`config.mk`:
```
export PLATFORM = sky130hd
export DESIGN_NAME = pdc_chunk_match
export DESIGN_NICKNAME = d
export VERILOG_FILES = /design/src/rtl/pdc_pkg.sv /design/src/rtl/pdc_lane_mask.sv /design/src/rtl/pdc_chunk_cmp.sv /design/src/rtl/pdc_chunk_match.sv
export SDC_FILE = /design/constraint.sdc
export NUM_CORES = 1
export LEC_CHECK = 0
export BUFFER_PORTS_ARGS = -buffer_cell sky130_fd_sc_hd__clkbuf_2
export CORE_MARGIN = 2
export CORE_UTILIZATION = 45
export DETAILED_ROUTE_END_ITERATION = 7
export GPL_ROUTABILITY_DRIVEN = 0
export PLACE_DENSITY = 0.6
export REMOVE_ABC_BUFFERS = 1
export SLEW_MARGIN = 20
export SYNTH_ARGS = -nofsm -noshare
export SYNTH_HDL_FRONTEND = slang
export SYNTH_SLANG_ARGS = --single-unit
```
`constraint.sdc`:
```
create_clock -name clk -period 4.9 [get_ports clk]
set_input_delay 0.245 -clock clk [delete_from_list [all_inputs] [get_ports clk]]
set_output_delay 0.245 -clock clk [all_outputs]
set_load 0.1 [all_outputs]
```
`src/rtl/pdc_pkg.sv`:
```
package pdc_pkg;
  typedef enum logic [1:0] {
    PM_IDLE   = 2'd0,
    PM_MATCH  = 2'd1,
    PM_APPEND = 2'd2
  } pdc_mode_e;
endpackage

```
`src/rtl/pdc_lane_mask.sv`:
```
// Byte-lane masks for every chunk slot. A lane is enabled when its global
// byte position lies between the start offset and the end of the instruction.
module pdc_lane_mask #(
  parameter int CB = 8,
  parameter int MC = 3,
  parameter int SW = 3,
  parameter int EW = 4,
  parameter int CW = 2
) (
  input  logic [SW-1:0]          start_off,
  input  logic [EW-1:0]          end_off,
  input  logic [CW-1:0]          n_chunks,
  output logic [MC-1:0][CB-1:0]  lanes
);
  localparam int PW = $clog2(MC*CB+1) + 1;

  logic [PW-1:0] stop_pos;

  always_comb begin
    if (n_chunks == '0) stop_pos = '0;
    else stop_pos = PW'(n_chunks - CW'(1)) * PW'(CB) + PW'(end_off);
  end

  for (genvar k = 0; k < MC; k++) begin : g_chunk
    for (genvar j = 0; j < CB; j++) begin : g_lane
      assign lanes[k][j] = (PW'(k*CB + j) >= PW'(start_off)) &&
                           (PW'(k*CB + j) <  stop_pos);
    end
  end
endmodule

```
`src/rtl/pdc_chunk_cmp.sv`:
```
// Masked comparison of a fetched chunk against a trimmed stored chunk.
module pdc_chunk_cmp #(
  parameter int CB = 8
) (
  input  logic [CB*8-1:0] fetched,
  input  logic [CB*8-1:0] stored,
  input  logic [CB-1:0]   lanes,
  output logic            same
);
  logic [CB*8-1:0] bit_mask;

  for (genvar j = 0; j < CB; j++) begin : g_expand
    assign bit_mask[8*j +: 8] = {8{lanes[j]}};
  end

  assign same = ((fetched & bit_mask) == stored);
endmodule

```
`src/rtl/pdc_chunk_match.sv`:
```
module pdc_chunk_match
  import pdc_pkg::*;
#(
  parameter int CB = 8,
  parameter int MC = 3
) (
  input  logic                        clk,
  input  logic                        rst_n,
  input  logic                        lookup_start,
  input  logic [$clog2(CB)-1:0]       lookup_off,
  input  logic                        chunk_valid,
  input  logic [CB*8-1:0]             chunk_data,
  input  logic                        learn_valid,
  input  logic [$clog2(CB)-1:0]       learn_start,
  input  logic [$clog2(CB+1)-1:0]     learn_end,
  output logic                        hit,
  output logic                        miss,
  output logic                        need_more,
  output logic [$clog2(CB+1)-1:0]     resume_off,
  output logic                        fetch_again,
  output logic [$clog2(CB)-1:0]       restart_off,
  output logic                        entry_valid,
  output logic [$clog2(MC+1)-1:0]     entry_chunks
);
  localparam int SW = $clog2(CB);
  localparam int EW = $clog2(CB+1);
  localparam int CW = $clog2(MC+1);
  localparam int LW = $clog2(MC*CB+1) + 1;
  localparam int DW = CB*8;

  // State registers and their next values
  logic [MC-1:0][DW-1:0] chunk_q, chunk_d;
  logic [MC-1:0][CB-1:0] mask_q, mask_d;
  logic [CW-1:0]         cnt_q, cnt_d;
  logic [CW-1:0]         idx_q, idx_d;
  logic                  valid_q, valid_d;
  logic [EW-1:0]         end_q, end_d;
  logic [SW-1:0]         base_q, base_d;
  pdc_mode_e             mode_q, mode_d;
  logic                  hit_q, hit_d, miss_q, miss_d, more_q, more_d;
  logic [EW-1:0]         resume_q, resume_d;
  logic                  again_q, again_d;
  logic [SW-1:0]         restart_q, restart_d;
  logic                  learn_q, learn_d;
  logic [LW-1:0]         len_q, len_d;

  logic [MC-1:0][CB-1:0] lanes_new;
  logic [MC-1:0][DW-1:0] trim_bits;
  logic                  same;

  pdc_lane_mask #(.CB(CB), .MC(MC), .SW(SW), .EW(EW), .CW(CW)) u_mask (
    .start_off (learn_start),
    .end_off   (learn_end),
    .n_chunks  (cnt_q),
    .lanes     (lanes_new)
  );

  for (genvar k = 0; k < MC; k++) begin : g_trim
    for (genvar j = 0; j < CB; j++) begin : g_lane
      assign trim_bits[k][8*j +: 8] = {8{lanes_new[k][j]}};
    end
  end

  pdc_chunk_cmp #(.CB(CB)) u_cmp (
    .fetched (chunk_data),
    .stored  (chunk_q[idx_q]),
    .lanes   (mask_q[idx_q]),
    .same    (same)
  );

  always_comb begin
    chunk_d   = chunk_q;
    mask_d    = mask_q;
    cnt_d     = cnt_q;
    idx_d     = idx_q;
    valid_d   = valid_q;
    end_d     = end_q;
    base_d    = base_q;
    mode_d    = mode_q;
    hit_d     = 1'b0;
    miss_d    = 1'b0;
    more_d    = 1'b0;
    learn_d   = 1'b0;
    resume_d  = resume_q;
    again_d   = again_q;
    restart_d = restart_q;
    len_d     = len_q;
    if (lookup_start) begin
      idx_d  = '0;
      base_d = lookup_off;
      if (valid_q) begin
        mode_d = PM_MATCH;
      end else begin
        mode_d = PM_APPEND;
        cnt_d  = '0;
      end
    end else if (learn_valid) begin
      for (int k = 0; k < MC; k++) chunk_d[k] = chunk_q[k] & trim_bits[k];
      mask_d  = lanes_new;
      end_d   = learn_end;
      valid_d = 1'b1;
      mode_d  = PM_IDLE;
      learn_d = 1'b1;
      len_d   = LW'(learn_end) - LW'(learn_start) +
                LW'(cnt_q - CW'(1)) * LW'(CB);
    end else if (chunk_valid) begin
      case (mode_q)
        PM_APPEND: begin
          if (cnt_q < CW'(MC)) begin
            chunk_d[cnt_q] = chunk_data;
            cnt_d          = cnt_q + CW'(1);
          end
        end
        PM_MATCH: begin
          if (!same) begin
            chunk_d[idx_q] = chunk_data;
            cnt_d          = idx_q + CW'(1);
            valid_d        = 1'b0;
            idx_d          = '0;
            miss_d         = 1'b1;
            restart_d      = base_q;
            mode_d         = PM_APPEND;
          end else if (idx_q == cnt_q - CW'(1)) begin
            hit_d    = 1'b1;
            resume_d = end_q;
            again_d  = (end_q == EW'(CB));
            mode_d   = PM_IDLE;
          end else begin
            idx_d  = idx_q + CW'(1);
            more_d = 1'b1;
          end
        end
        default: ;
      endcase
    end
  end

  always_ff @(posedge clk or negedge rst_n) begin
    if (!rst_n) begin
      chunk_q   <= '0;
      mask_q    <= '0;
      cnt_q     <= '0;
      idx_q     <= '0;
      valid_q   <= 1'b0;
      end_q     <= '0;
      base_q    <= '0;
      mode_q    <= PM_IDLE;
      hit_q     <= 1'b0;
      miss_q    <= 1'b0;
      more_q    <= 1'b0;
      resume_q  <= '0;
      again_q   <= 1'b0;
      restart_q <= '0;
      learn_q   <= 1'b0;
      len_q     <= '0;
    end else begin
      chunk_q   <= chunk_d;
      mask_q    <= mask_d;
      cnt_q     <= cnt_d;
      idx_q     <= idx_d;
      valid_q   <= valid_d;
      end_q     <= end_d;
      base_q    <= base_d;
      mode_q    <= mode_d;
      hit_q     <= hit_d;
      miss_q    <= miss_d;
      more_q    <= more_d;
      resume_q  <= resume_d;
      again_q   <= again_d;
      restart_q <= restart_d;
      learn_q   <= learn_d;
      len_q     <= len_d;
    end
  end

  assign hit          = hit_q;
  assign miss         = miss_q;
  assign need_more    = more_q;
  assign resume_off   = resume_q;
  assign fetch_again  = again_q;
  assign restart_off  = restart_q;
  assign entry_valid  = valid_q;
  assign entry_chunks = cnt_q;


  flags_excl_chk: assert property (@(posedge clk) disable iff (!rst_n)
    $onehot0({hit_q, miss_q, more_q}));


  miss_drops_valid_chk: assert property (@(posedge clk) disable iff (!rst_n)
    miss_q |-> !valid_q && (mode_q == PM_APPEND));


  hit_again_chk: assert property (@(posedge clk) disable iff (!rst_n)
    hit_q |-> (again_q == (resume_q == EW'(CB))) && valid_q);


  idx_bound_chk: assert property (@(posedge clk) disable iff (!rst_n)
    (mode_q == PM_MATCH) |-> (idx_q < cnt_q));


  mask_cover_chk: assert property (@(posedge clk) disable iff (!rst_n)
    learn_q |-> ($countones(mask_q) == int'(len_q)));

  for (genvar k = 0; k < MC; k++) begin : g_nz

    mask_nonzero_chk: assert property (@(posedge clk) disable iff (!rst_n)
      (learn_q && (CW'(k) < cnt_q)) |-> (mask_q[k] != '0));
  end
endmodule

```
# ---- Yosys cells after proc, flatten, opt, wreduce, memory -nomap -nowiden
# Cells that the tools add are included.
dict set report totals {
  out_inout_bits 14
  input_bits 79
  regBits 241
  word_cells 163
}
dict set report classes {
  add_sub_neg 5
  bitwise_logic 7
  n_eq_ne 14
  reduce_logical 26
  n_lt_le_gt_ge 36
  mux 57
}
# cell count
set op_table {}
lappend op_table {{$mux 192} 4}
lappend op_table {{$bwmux 192} 2}
lappend op_table {{$pmux 192 s2} 1}
lappend op_table {{$and 64x64->64} 4}
lappend op_table {{$demux 64 s2} 2}
lappend op_table {{$mux 64} 3}
lappend op_table {{$bmux 64 s2} 1}
lappend op_table {{$eq 64x64->1} 1}
lappend op_table {{$lt 4x6->1 const A} 8}
lappend op_table {{$lt 5x6->1 const A} 8}
lappend op_table {{$mux 2} 19}
lappend op_table {{$lt 3x6->1 const A} 4}
lappend op_table {{$mux 1} 21}
lappend op_table {{$bmux 8 s2} 1}
lappend op_table {{$ne 3x3->1 const B} 5}
lappend op_table {{$lt 1x6->1 const A} 2}
lappend op_table {{$lt 2x6->1 const A} 2}
lappend op_table {{$reduce_and 6->1} 2}
lappend op_table {{$reduce_bool 3->1} 4}
lappend op_table {{$reduce_and 5->1} 2}
lappend op_table {{$ge 3x3->1 const A} 3}
lappend op_table {{$logic_and 1x1->1} 9}
lappend op_table {{$mux 8} 1}
lappend op_table {{$reduce_and 4->1} 2}
lappend op_table {{other kinds (22)} 34}

# ---- Longest topological paths before layout
# Gate-level depths: netlist of run 1.
dict set report logic_depth {
  ltp_word 9
  mapped_depth 15
  depth_no_buf 12
}

# ---- Cells and area by module
# Synthesis of run 1 repeated with hierarchy kept, for this count alone.
dict set report hier_totals {
  hier_cells 1370
  hier_area_um2 13585.5
}
# mod cells_each seq_area_each_um2 area_per_inst_um2 n_inst
set modules_own_cells {}
lappend modules_own_cells {pdc_chunk_match 1106 6030.8 11887.7 1}
lappend modules_own_cells {pdc_chunk_cmp 204 0.0 1288.7 1}
lappend modules_own_cells {pdc_lane_mask 60 0.0 409.1 1}

# ---- Least setup slack after synthesis of run 1
# OpenSTA, ideal clock, no wires.
dict set report synth_timing {
  path_kind {reg2reg}
  from {register cnt_q[0], in the netlist entry_chunks[0]}
  to {register chunk_q[128] (netlist bit)}
  synth_period_minus_slack_ns 3.439
  setup_slack_ns 1.461
  path_buffers 0
  arrival_ns 3.318
  path_stages_with_launch 12
  setup_ns 0.121
  t_required_ns 4.779
  path_cell_list {dfrtp_1 -> inv_1 -> ha_1 -> inv_1 -> ha_1 -> xnor2_1 -> nand3_1 -> or2_2 -> nor2_1 -> o21ai_0 -> o31a_1 -> a22o_1}
}
dict set report synth_between {
  elab_chain_len 9
  elab_cells_between_ends 19
  cone_classes {2 x add/sub; 4 x order compare; 1 x eq/ne; 8 x mux; 1 x bitwise; 3 x reduce/logical}
}
# item line_no
set synth_lines {}
lappend synth_lines {{from (decl)} pdc_chunk_match.sv:34} ;# logic [CW-1:0] cnt_q, cnt_d;
lappend synth_lines {{from (signal assigned)} pdc_chunk_match.sv:159} ;# cnt_q <= cnt_d;
lappend synth_lines {{branches (longest 9 deep; another with $add 6x4->6)} --}
lappend synth_lines {{to (signal assigned)} pdc_chunk_match.sv:157} ;# chunk_q <= chunk_d;
lappend synth_lines {{to (decl)} pdc_chunk_match.sv:32} ;# logic [MC-1:0][DW-1:0] chunk_q, chunk_d;
# Parallel ways; which one is timed is not known. The select of a mux whose other input is x is not followed.
# A chain may end at the register's enable or synchronous reset.

# ---- Final worst setup path of run 1
dict set report layout_timing {
  from {register idx_q[1]}
  to {register chunk_q[151] (netlist bit)}
}
dict set report layout_between {
  elab_chain_len 9
  elab_cells_between_ends 18
  cone_classes {2 x order compare; 2 x eq/ne; 11 x mux; 1 x bitwise; 2 x reduce/logical}
}
# item line_no
set layout_lines {}
lappend layout_lines {{from (decl)} pdc_chunk_match.sv:35} ;# logic [CW-1:0] idx_q, idx_d;
lappend layout_lines {{from (signal assigned)} pdc_chunk_match.sv:160} ;# idx_q <= idx_d;
lappend layout_lines {{$lt 2x3->1 (not written as such) / $ge 2x1->1 (equally long branches)} pdc_chunk_match.sv:116} ;# chunk_d[idx_q] = chunk_data;
lappend layout_lines {{$logic_and 1x1->1 (not written as such)} pdc_chunk_match.sv:116}
lappend layout_lines {{$mux 64 (not written as such)} pdc_chunk_match.sv:116}
lappend layout_lines {{$demux 64 s2} pdc_chunk_match.sv:116}
lappend layout_lines {{$bwmux 192} pdc_chunk_match.sv:116}
lappend layout_lines {{$mux 192} pdc_chunk_match.sv:115} ;# if (!same) begin
lappend layout_lines {{$pmux 192 s2} pdc_chunk_match.sv:107} ;# case (mode_q)
lappend layout_lines {{$mux 192} pdc_chunk_match.sv:106} ;# end else if (chunk_valid) begin
lappend layout_lines {{$mux 192} pdc_chunk_match.sv:97} ;# end else if (learn_valid) begin
# Parallel ways exist; a longest one is shown, timed or not. The select of a mux whose other input is x is not followed.

==> run metrics, run 1 <==
status completed; Multi-input gate area 6696 µm²; actual slew at the worst max-slew pin 1.024 ns; Final Cycle Share 91.98%; Seq/Total Area, Yosys 45.76%; Die X 175.1 µm; ANT nets after route 0; Post-CTS Setup Bufs 0; Setup TNS 0 ns; total routing usage reported by global routing 26.30%; max-slew violation count 0; Die Y-Extent 175.1 µm; CP Data Required Time 5.37 ns; Layout area overhead 14.46%; HP Class input port to register; DR vias 11000; Synth top area share 45.76%; Yosys reg bits 241; EDFF count, synth 0; Max Cap Violations 0; Syn. warnings 0; Clock Skew 0.01434 ns; synth top area cells dfrtp_1 46%, a22o_1 8.0%, o2bb2ai_1 5.5%; fillers 2615; Final Util 52.42%; Post-synth ARST share 100.0%; Die Area 30670 µm²; Slew HR 31.27%; CP Max Fanout 34; H-Tree Depth 1; post-CTS sizing 0; minimum clock period 4.507 ns; cts hold-fix bufs 7; final wirelength 40240 µm; final hold viol count 0; Syn Inst Count 1288; CP arrival 4.98 ns; # diodes 0; RSZ-0062 raised after global routing no; FMAX 221.9 MHz; total grt overflow 0; first-pass GRT wire length 63460 µm; TritonCTS clock tree yes; placed instance area 14110 µm²; antenna violations before repair 0; setup slack at placement 0.4644 ns; worst skew pair latency 0.54 ns; final setup fails 0; Synth area leader dfrtp_1; router iterations before antenna repair 6; core area 28780 µm²; maximum vdd drop 0.0002925 V; routed len/inst 22.68 µm; register area 6036 µm²; routed vias/inst 6.201; DRC 0; Setup WS post-layout 0.3927 ns; leakage 6.615 nW; Root Buffer clkbuf_16; Max clock buf depth 3; IO Pins 93; DPL Wire Length 26450 µm; Syn Area/Cell 10.23 µm²; mapped cell area 13180 µm²; design area 15090 µm²; crit end category register; Worst setup SP type register; Rows 62; share of cells above drive strength 1 16.40%; Clk pin slew, worst setup/hold paths 0.06 ns; Top FF cell, synth dfrtp_1; Num CTS Buffers 27; IO buf count 92; final net count 1460; Power Density 475.2 nW/µm²; Synth cell types 73; number of global-route vias before repair 10640; Initial DRC Count 975; CP Class register to register; starting density of the core 45.80%; largest net degree at the start of global routing 108; clk sink count 241
==> cells in the mapped netlist (3+ instances only) <==
cell type / count
dfrtp_1: 241
xor2_1: 11
nand3_1: 22
clkbuf_1: 41
o211ai_1: 10
nor2b_1: 74
a32o_1: 18
a211oi_1: 5
a31oi_1: 8
nor4_1: 11
a22oi_1: 21
o2bb2ai_1: 83
nor2_1: 57
buf_4: 7
nand4_1: 14
a21oi_2: 10
nand3b_1: 10
and3_1: 28
mux2_1: 14
buf_6: 6
nand2b_1: 5
o21ai_1: 9
or2_2: 8
mux2i_1: 52
o22ai_1: 4
a21oi_1: 50
mux2_2: 20
a21o_1: 5
nand2_1: 141
and2_1: 3
o31ai_1: 3
ha_1: 10
inv_1: 14
nand4b_1: 11
a211o_1: 9
or3_1: 4
xnor2_1: 19
buf_2: 25
nor3_1: 8
buf_1: 5
o21ai_0: 34
a22o_1: 120
==> path summary, 6_finish.rpt <==
kind	from	endpoint	slack [ns]	cells past startpoint
max reg2reg	idx_q[1]	chunk_q[151]	0.39	11
max in group asynchronous	rst_n	idx_q[0]	3.44	3
min	learn_end[1]	end_q[1]	0.05	3
min reg2reg	mask_q[2]	mask_q[2]	0.48	2
max	idx_q[1]	chunk_q[151]	0.39	11
min in group asynchronous	rst_n	chunk_q[155]	0.34	2
==> layout by cell type (no fill, tap or decap), drive strengths merged, types with 10 or more instances in the layout <==
cell	n
dfrtp	241
nand2	141
clkbuf	126
a22o	120
o2bb2ai	84
nor2b	74
a21oi	60
nor2	57
mux2i	52
o21ai	44
buf	40
mux2	34
and3	28
nand3	23
a22oi	21
xnor2	19
a32o	18
inv	15
nand4	14
nor4	13
xor2	11
nand4b	11
nand3b	10
o211ai	10
ha	10
==> state kept, by name, indices dropped and copies added, names as in the netlist <==
| name | count |
|---|---|
| entry_chunks | 2 |
| idx_q | 2 |
| base_q | 3 |
| miss | 1 |
| hit | 1 |
| end_q | 4 |
| entry_valid | 1 |
| need_more | 1 |
| chunk_q | 192 |
| mask_q | 24 |
| fetch_again | 1 |
| mode_q | 2 |
| restart_off | 3 |
| resume_off | 4 |
==> critical path, stage by stage (launching register included) <==
cell and delay [ns]:
dfrtp_4 0.80, buf_4 0.37, mux2_2 0.37, a22oi_1 0.17, a21oi_1 0.07, nor4_1 0.59
nand4_1 0.26, a2111oi_4 0.50, and3_1 0.44, buf_4 0.24, o31a_1 0.41, a22o_1 0.20
==> report_power, final <==
part           internal (W)  switching (W)
registers           0.00243       0.000257
clock network       0.00127       0.000841
logic              0.000875        0.00150
==> final cells by class <==
cell class	instances	area share [%]
inverter	16	0.3981
tap	384	3.185
multi-input combinational	947	44.39
sequential	241	40.01
clock inverter	13	1.128
clock buffer	36	4.902
timing repair buffer	137	5.988
==> per-layer routing <==
metal | vias to the layer above | share of wire, % | global-route usage (%)
li1 | 4996 | - | -
met1 | 5538 | 46 | 39.03
met2 | 389 | 44 | 38.99
met3 | 77 | 6.6 | 4.634
met4 | 0 | 3.3 | 8.333
met5 | - | 0 | 0
==> cell families after synthesis <==
kind of cell | after synthesis | synth area share [%]
flip-flops | 241 | 45.76
AND/OR/NAND/NOR | 411 | 16.30
adder cells (fa/ha/maj) | 11 | 1.101
multiplexers | 86 | 6.854
buffers and inverters | 100 | 3.626
XOR/XNOR | 30 | 1.994
AO/OA/AOI/OAI | 409 | 24.37
==> metrics by stage <==
step	hold WS, ns	total power (W)	std cells
final	0.04760	0.007169	1774
after global placement	0.3640	0.005018	1718
after floorplan	-0.05059	0.004234	1204
after detailed placement	0.3655	0.005052	1718
after CTS	0.01814	0.007182	1774
after global routing	0.03198	0.007548	1774
No activity file was read; power rests on OpenSTA's default activity.
==> run 2, diff against run 1 <==
--- a/config.mk
+++ b/config.mk
@@ -10,7 +10,7 @@
 export CORE_UTILIZATION = 45
 export DETAILED_ROUTE_END_ITERATION = 7
 export GPL_ROUTABILITY_DRIVEN = 0
-export PLACE_DENSITY = 0.6
+export MAX_ROUTING_LAYER = met4
 export REMOVE_ABC_BUFFERS = 1
 export SLEW_MARGIN = 20
 export SYNTH_ARGS = -nofsm -noshare
==> run metrics, run 2 (synthesis results as in run 1) <==
highest-count cells in the layout ignoring fill and taps 239 x dfrtp_1, 141 x nand2_1, 120 x a22o_1; Worst path most repeated cell buf_4; NetSw 0.002600 W (+0.24%); CP max stage cell dfrtp_4; FMAX 221.3 MHz (-0.25%); router iterations before antenna repair 5 (-1); Worst path max stage delay 0.81 ns (about the same); number of global-route vias before repair 10640 (+0.056%); Post-CTS Setup Bufs 0 (unchanged); status completed; total grt overflow 0 (unchanged); most common cell after layout, fill and taps aside dfrtp_1; Final Cycle Share 92.21% (+0.23 points); final hold viol count 0 (unchanged); final setup fails 0 (unchanged); critical-path cell list buf_4 -> mux2_2 -> a22oi_1 -> a21oi_1 -> nor4_1 -> nand4_1 -> a2111oi_4 -> and3_1 -> buf_4 -> o31a_1 -> a22o_1; met3 Usage GRT 4.330% (-0.30 points); met2 usage 38.96% (about the same); # diodes 0 (unchanged); crit path buf inv count 2 (unchanged); Switching Fraction 36.23% (+0.056 points); final wirelength 40130 µm (-0.28%); Final Util 52.42% (unchanged); IO buf count 92 (unchanged); actual slew at the worst max-slew pin 0.9961 ns (-0.02808 ns); HP Class input port to register; starting density of the core 45.80% (unchanged); Initial DRC Count 975 (unchanged); Comb power frac 33.0% (about the same); Root Buffer clkbuf_16; Min-Delay Startpoint learn_end[1]; DRC 0 (unchanged); clk sink count 241 (unchanged); CP Class register to register; TritonCTS clock tree yes; leakage 6.615 nW (unchanged); Die X 175.1 µm (unchanged); maximum vdd drop 0.0002962 V (+1.2%); first-pass GRT wire length 63380 µm (-0.13%); CP Max Fanout 34 (unchanged); Power Density 475.6 nW/µm² (about the same); top flop regs chunk_q: 192 flops, mask_q: 24 flops; met1 GRT Util 39.13% (+0.099 points); RSZ-0062 raised after global routing no; largest net degree at the start of global routing 108 (unchanged); Rows 62 (unchanged); Num CTS Buffers 27 (unchanged); Die Area 30670 µm² (unchanged); H-Tree Depth 1 (unchanged); delay-heaviest family, CP compound AO/OA/AOI/OAI gates; DR vias 10980 (-0.18%); crit path from idx_q[1]; sequential share of power 37.5% (about the same); CP arrival 4.98 ns (about the same); Int Pwr 0.004575 W (about the same); Max clock buf depth 3 (unchanged); Most flops, register chunk_q; cts hold-fix bufs 7 (unchanged); routed vias/inst 6.189 (-0.18%); Max Cap Violations 0 (unchanged); GR peak layer met1; ANT nets after route 0 (unchanged); share of cells above drive strength 1 16.40% (unchanged); minimum clock period 4.519 ns (+0.01124 ns); DPL Wire Length 26450 µm (unchanged); Die Y-Extent 175.1 µm (unchanged); RR Startpoint idx_q[1]; core area 28780 µm² (unchanged); design area 15090 µm² (unchanged); max reg flops 192 (unchanged); crit end category register; Worst setup SP type register; final net count 1460 (unchanged); CP Data Required Time 5.37 ns (about the same); placed instance area 14110 µm² (unchanged); Layout area overhead 14.46% (unchanged); total routing usage reported by global routing 27.05% (+0.75 points); max-slew violation count 0 (unchanged); Slew HR 33.15% (+1.9 points); Clock Skew 0.01934 ns (+0.004997 ns); worst skew pair latency 0.54 ns (about the same); clock network fraction of design power 29.5% (about the same); antenna violations before repair 0 (unchanged); post-CTS sizing 0 (unchanged); Clk pin slew, worst setup/hold paths 0.06 ns (about the same); R2R Setup Slk 0.38 ns (about the same); IO Pins 93 (unchanged); routed len/inst 22.62 µm (-0.28%)
==> run 2: through the flow <==
| step | power [W] | instances | hold slack (ns) | setup TNS, ns | setup WS, ns |
|---|---|---|---|---|---|
| CTS | 0.007182 | 1774 | 0.01814 | 0 | 0.4234 |
| detailed placement | 0.005052 | 1718 | 0.3655 | 0 | 0.4644 |
| global placement | 0.005018 | 1718 | 0.3640 | 0 | 0.4680 |
| floorplan | 0.004234 | 1204 | -0.05059 | -475.65 | -2.659 |
| global route | 0.007549 | 1774 | 0.03196 | 0 | 0.2148 |
| finish | 0.007175 | 1774 | 0.05189 | 0 | 0.3815 |
==> run 2: worst paths after layout <==
check	end	cells after the start
hold reg to reg	mask_q[3]	2
setup / recovery	chunk_q[149]	11
setup reg to reg	chunk_q[149]	11
max in group asynchronous	idx_q[0]	3
hold / removal	end_q[1]	3
min in group asynchronous	chunk_q[155]	2
==> run 2: area by class of cell <==
class	instances	area, µm²
Tap cell	384	480.5
Fill cell	2615	13690
Timing Repair Buffer	137	903.4
Multi-Input combinational cell	947	6696
Inverter	16	60.06
Clock inverter	13	170.2
Sequential cell	241	6036
Clock buffer	36	739.5
==> run 2: power by group through the flow <==
stage	clock network (W)	logic [W]	registers, W
after floorplan	0	0.00147	0.00277
after global placement	0	0.00230	0.00272
after detailed placement	0	0.00234	0.00271
after CTS	0.00214	0.00235	0.00269
after global routing	0.00223	0.00258	0.00275
final	0.00212	0.00237	0.00269
==> run 2: worst register-to-register path, stage by stage (launching register included) <==
cell	delay [ns]
dfrtp_4	0.81
buf_4	0.39
mux2_2	0.37
a22oi_1	0.17
a21oi_1	0.07
nor4_1	0.60
nand4_1	0.26
a2111oi_4	0.49
and3_1	0.43
buf_4	0.24
o31a_1	0.41
a22o_1	0.20
==> run 2: routing by layer <==
metal | vias to the layer above | wire length (µm)
met3 | 72 | 2906
met4 | 0 | 1219
met2 | 420 | 17630
met1 | 5482 | 18370
met5 | - | 0
li1 | 5006 | -
==> run 3, diff against run 2 <==
--- a/config.mk
+++ b/config.mk
@@ -6,8 +6,7 @@
 export NUM_CORES = 1
 export LEC_CHECK = 0
 export BUFFER_PORTS_ARGS = -buffer_cell sky130_fd_sc_hd__clkbuf_2
-export CORE_MARGIN = 2
-export CORE_UTILIZATION = 45
+export CORE_UTILIZATION = 28
 export DETAILED_ROUTE_END_ITERATION = 7
 export GPL_ROUTABILITY_DRIVEN = 0
 export MAX_ROUTING_LAYER = met4
==> run metrics, run 3 (synthesis results as in run 1) <==
status completed; worst skew pair latency 0.57 ns (+0.03 ns); CP max stage cell dfrtp_4; antenna violations before repair 1 (+1); maximum vdd drop 0.0003115 V (+5.2%); actual slew at the worst max-slew pin 0.8903 ns (-0.1057 ns); number of global-route vias before repair 11020 (+3.5%); RSZ-0062 raised after global routing no; CP arrival 5.02 ns (+0.04 ns); HP Class input port to register; hold path cells 3 (unchanged); IO buf count 92 (unchanged); critical-path cell list nor2b_4 -> buf_12 -> buf_4 -> a22oi_1 -> and3_1 -> nor4_1 -> nand4_1 -> nor4_4 -> and3_1 -> buf_4 -> o31a_1 -> a22o_1; Power Density 471.5 nW/µm² (-0.87%); Worst setup SP type register; DR vias 11090 (+1.0%); Max Cap Violations 0 (unchanged); crit end category register; share of cells above drive strength 1 17.14% (+0.74 points); Layout area overhead 17.70%; DRC 0 (unchanged); worst r2r path cells 12 (+1); fillers 4732 (+81%); ANT nets after route 0 (unchanged); total routing usage reported by global routing 18.05% (-9.0 points); routed vias/inst 5.524 (-11%); router iterations before antenna repair 6 (+1); max reg flops 192 (unchanged); Most flops, register chunk_q; Die Area 47940 µm² (+56%); final hold viol count 0 (unchanged); routed len/inst 20.98 µm (-7.2%); final wirelength 42140 µm (+5.0%); leakage 6.698 nW (+1.3%); H-Tree Depth 1 (unchanged); Rows 79 (+27%); IO Pins 93 (unchanged); CP Data Required Time 5.39 ns (+0.02 ns); DPL Wire Length 28480 µm (+7.7%); Slew HR 40.64% (+7.5 points); Clock Skew 0.01798 ns (-0.001362 ns); total number of cells along the worst setup path 12 (+1); Num CTS Buffers 29 (+7.4%); largest net degree at the start of global routing 104 (-3.7%); Die Y-Extent 219.0 µm (+25%); clk sink count 241 (unchanged); Final Cycle Share 92.43% (+0.22 points); highest-count cells in the layout ignoring fill and taps 239 x dfrtp_1, 141 x nand2_1, 120 x a22o_1; Initial DRC Count 942 (-3.4%); top flop regs chunk_q: 192 flops, mask_q: 24 flops; final net count 1469 (+0.62%); minimum clock period 4.529 ns (+0.01079 ns); Worst path max stage delay 0.71 ns (-0.10 ns); Root Buffer clkbuf_16; CP Max Fanout 36 (+5.9%); total grt overflow 0 (unchanged); first-pass GRT wire length 65810 µm (+3.8%); delay-heaviest family, CP simple AND/OR/NAND/NOR gates; Max clock buf depth 3 (unchanged); final hold slack 0.04666 ns (-0.005225 ns); most common cell after layout, fill and taps aside dfrtp_1; TritonCTS clock tree yes; crit path buf inv count 3 (+1); max-slew violation count 0 (unchanged); Die X 219.0 µm (+25%); Setup TNS 0 ns (unchanged); final setup fails 0 (unchanged); Clk pin slew, worst setup/hold paths 0.06 ns (about the same); core area 46460 µm² (+61%); starting density of the core 28.37% (-17 points); FMAX 220.8 MHz (-0.24%); CP Class register to register
-- run 3: cell count changes in the layout (fill, tap and decap cells not counted), moves of 2 or more --
| cell | before | now |
|---|---|---|
| o21ai_1 | 9 | 7 |
| clkbuf_8 | 3 | 12 |
| o21ai_2 | 1 | 3 |
| bufinv_16 | 4 | 2 |
| clkinvlp_4 | 2 | 0 |
| clkbuf_16 | 27 | 29 |
| clkinv_2 | 7 | 3 |
| buf_4 | 33 | 40 |
-- run 3: worst paths after layout --
path,start,to,slack [ns]
setup / recovery,idx_q[1],chunk_q[144],0.37
hold / removal,learn_end[1],end_q[1],0.05
setup reg to reg,idx_q[1],chunk_q[144],0.37
hold reg to reg,mask_q[3],mask_q[3],0.48
max in group asynchronous,rst_n,idx_q[0],3.35
min in group asynchronous,rst_n,chunk_q[19],0.25
-- run 3: area by class of cell --
type / count / area, µm² / area share (%)
Multi-Input combinational cell: 947 / 6704 / 43.22
Sequential cell: 241 / 6036 / 38.91
Timing Repair Buffer: 144 / 945.9 / 6.098
Clock buffer: 46 / 909.6 / 5.864
Tap cell: 607 / 759.5 / 4.896
Clock inverter: 6 / 95.09 / 0.6130
Inverter: 16 / 60.06 / 0.3872
Antenna cell: 1 / 2.502 / 0.01613
-- run 3: layer usage --
layer | vias up | wire length (µm) | track usage, % | share of wire (%)
met5 | - | 0 | - | 0
met2 | 427 | 19530 | 28.02 | 46
met4 | 0 | 1470 | 6.366 | 3.5
met1 | 5577 | 18500 | 24.03 | 44
li1 | 5018 | - | - | -
met3 | 71 | 2645 | 2.481 | 6.3
-- run 3: through the flow --
stage | util (%) | cell area, µm² | power (W) | std cells | setup slack [ns]
after CTS | 33.37 | 15500 | 0.007347 | 2007 | 0.1010
after global routing | 33.39 | 15510 | 0.007709 | 2008 | 0.1797
after detailed placement | 31.03 | 14420 | 0.005075 | 1947 | 0.1056
after global placement | 31.03 | 14420 | 0.005013 | 1947 | 0.2033
after floorplan | - | 12760 | 0.004234 | 1204 | -2.659
final | 33.39 | 15510 | 0.007314 | 2008 | 0.3707
-- run 3: worst min-delay path: stages --
cell      delay, ns
clkbuf_2       0.17
nand2_1        0.09
nand2_1        0.05
-- run 3: timing repair --
action                     CTS  global route
setup endpoints to repair    0            55
setup buffers                0             0
hold endpoints to repair    76             0
resized for setup            0             2
hold buffers                 8             0
-- run 3: power breakdown --
group / switching (W) / total [W] / leakage (nW) / internal [W]
Combinational: 0.00149 / 0.00238 / 2.96 / 0.000884
Clock: 0.000867 / 0.00224 / 0.499 / 0.00137
Sequential: 0.000264 / 0.00270 / 3.24 / 0.00243
Total: 0.00263 / 0.00731 / 6.70 / 0.00469
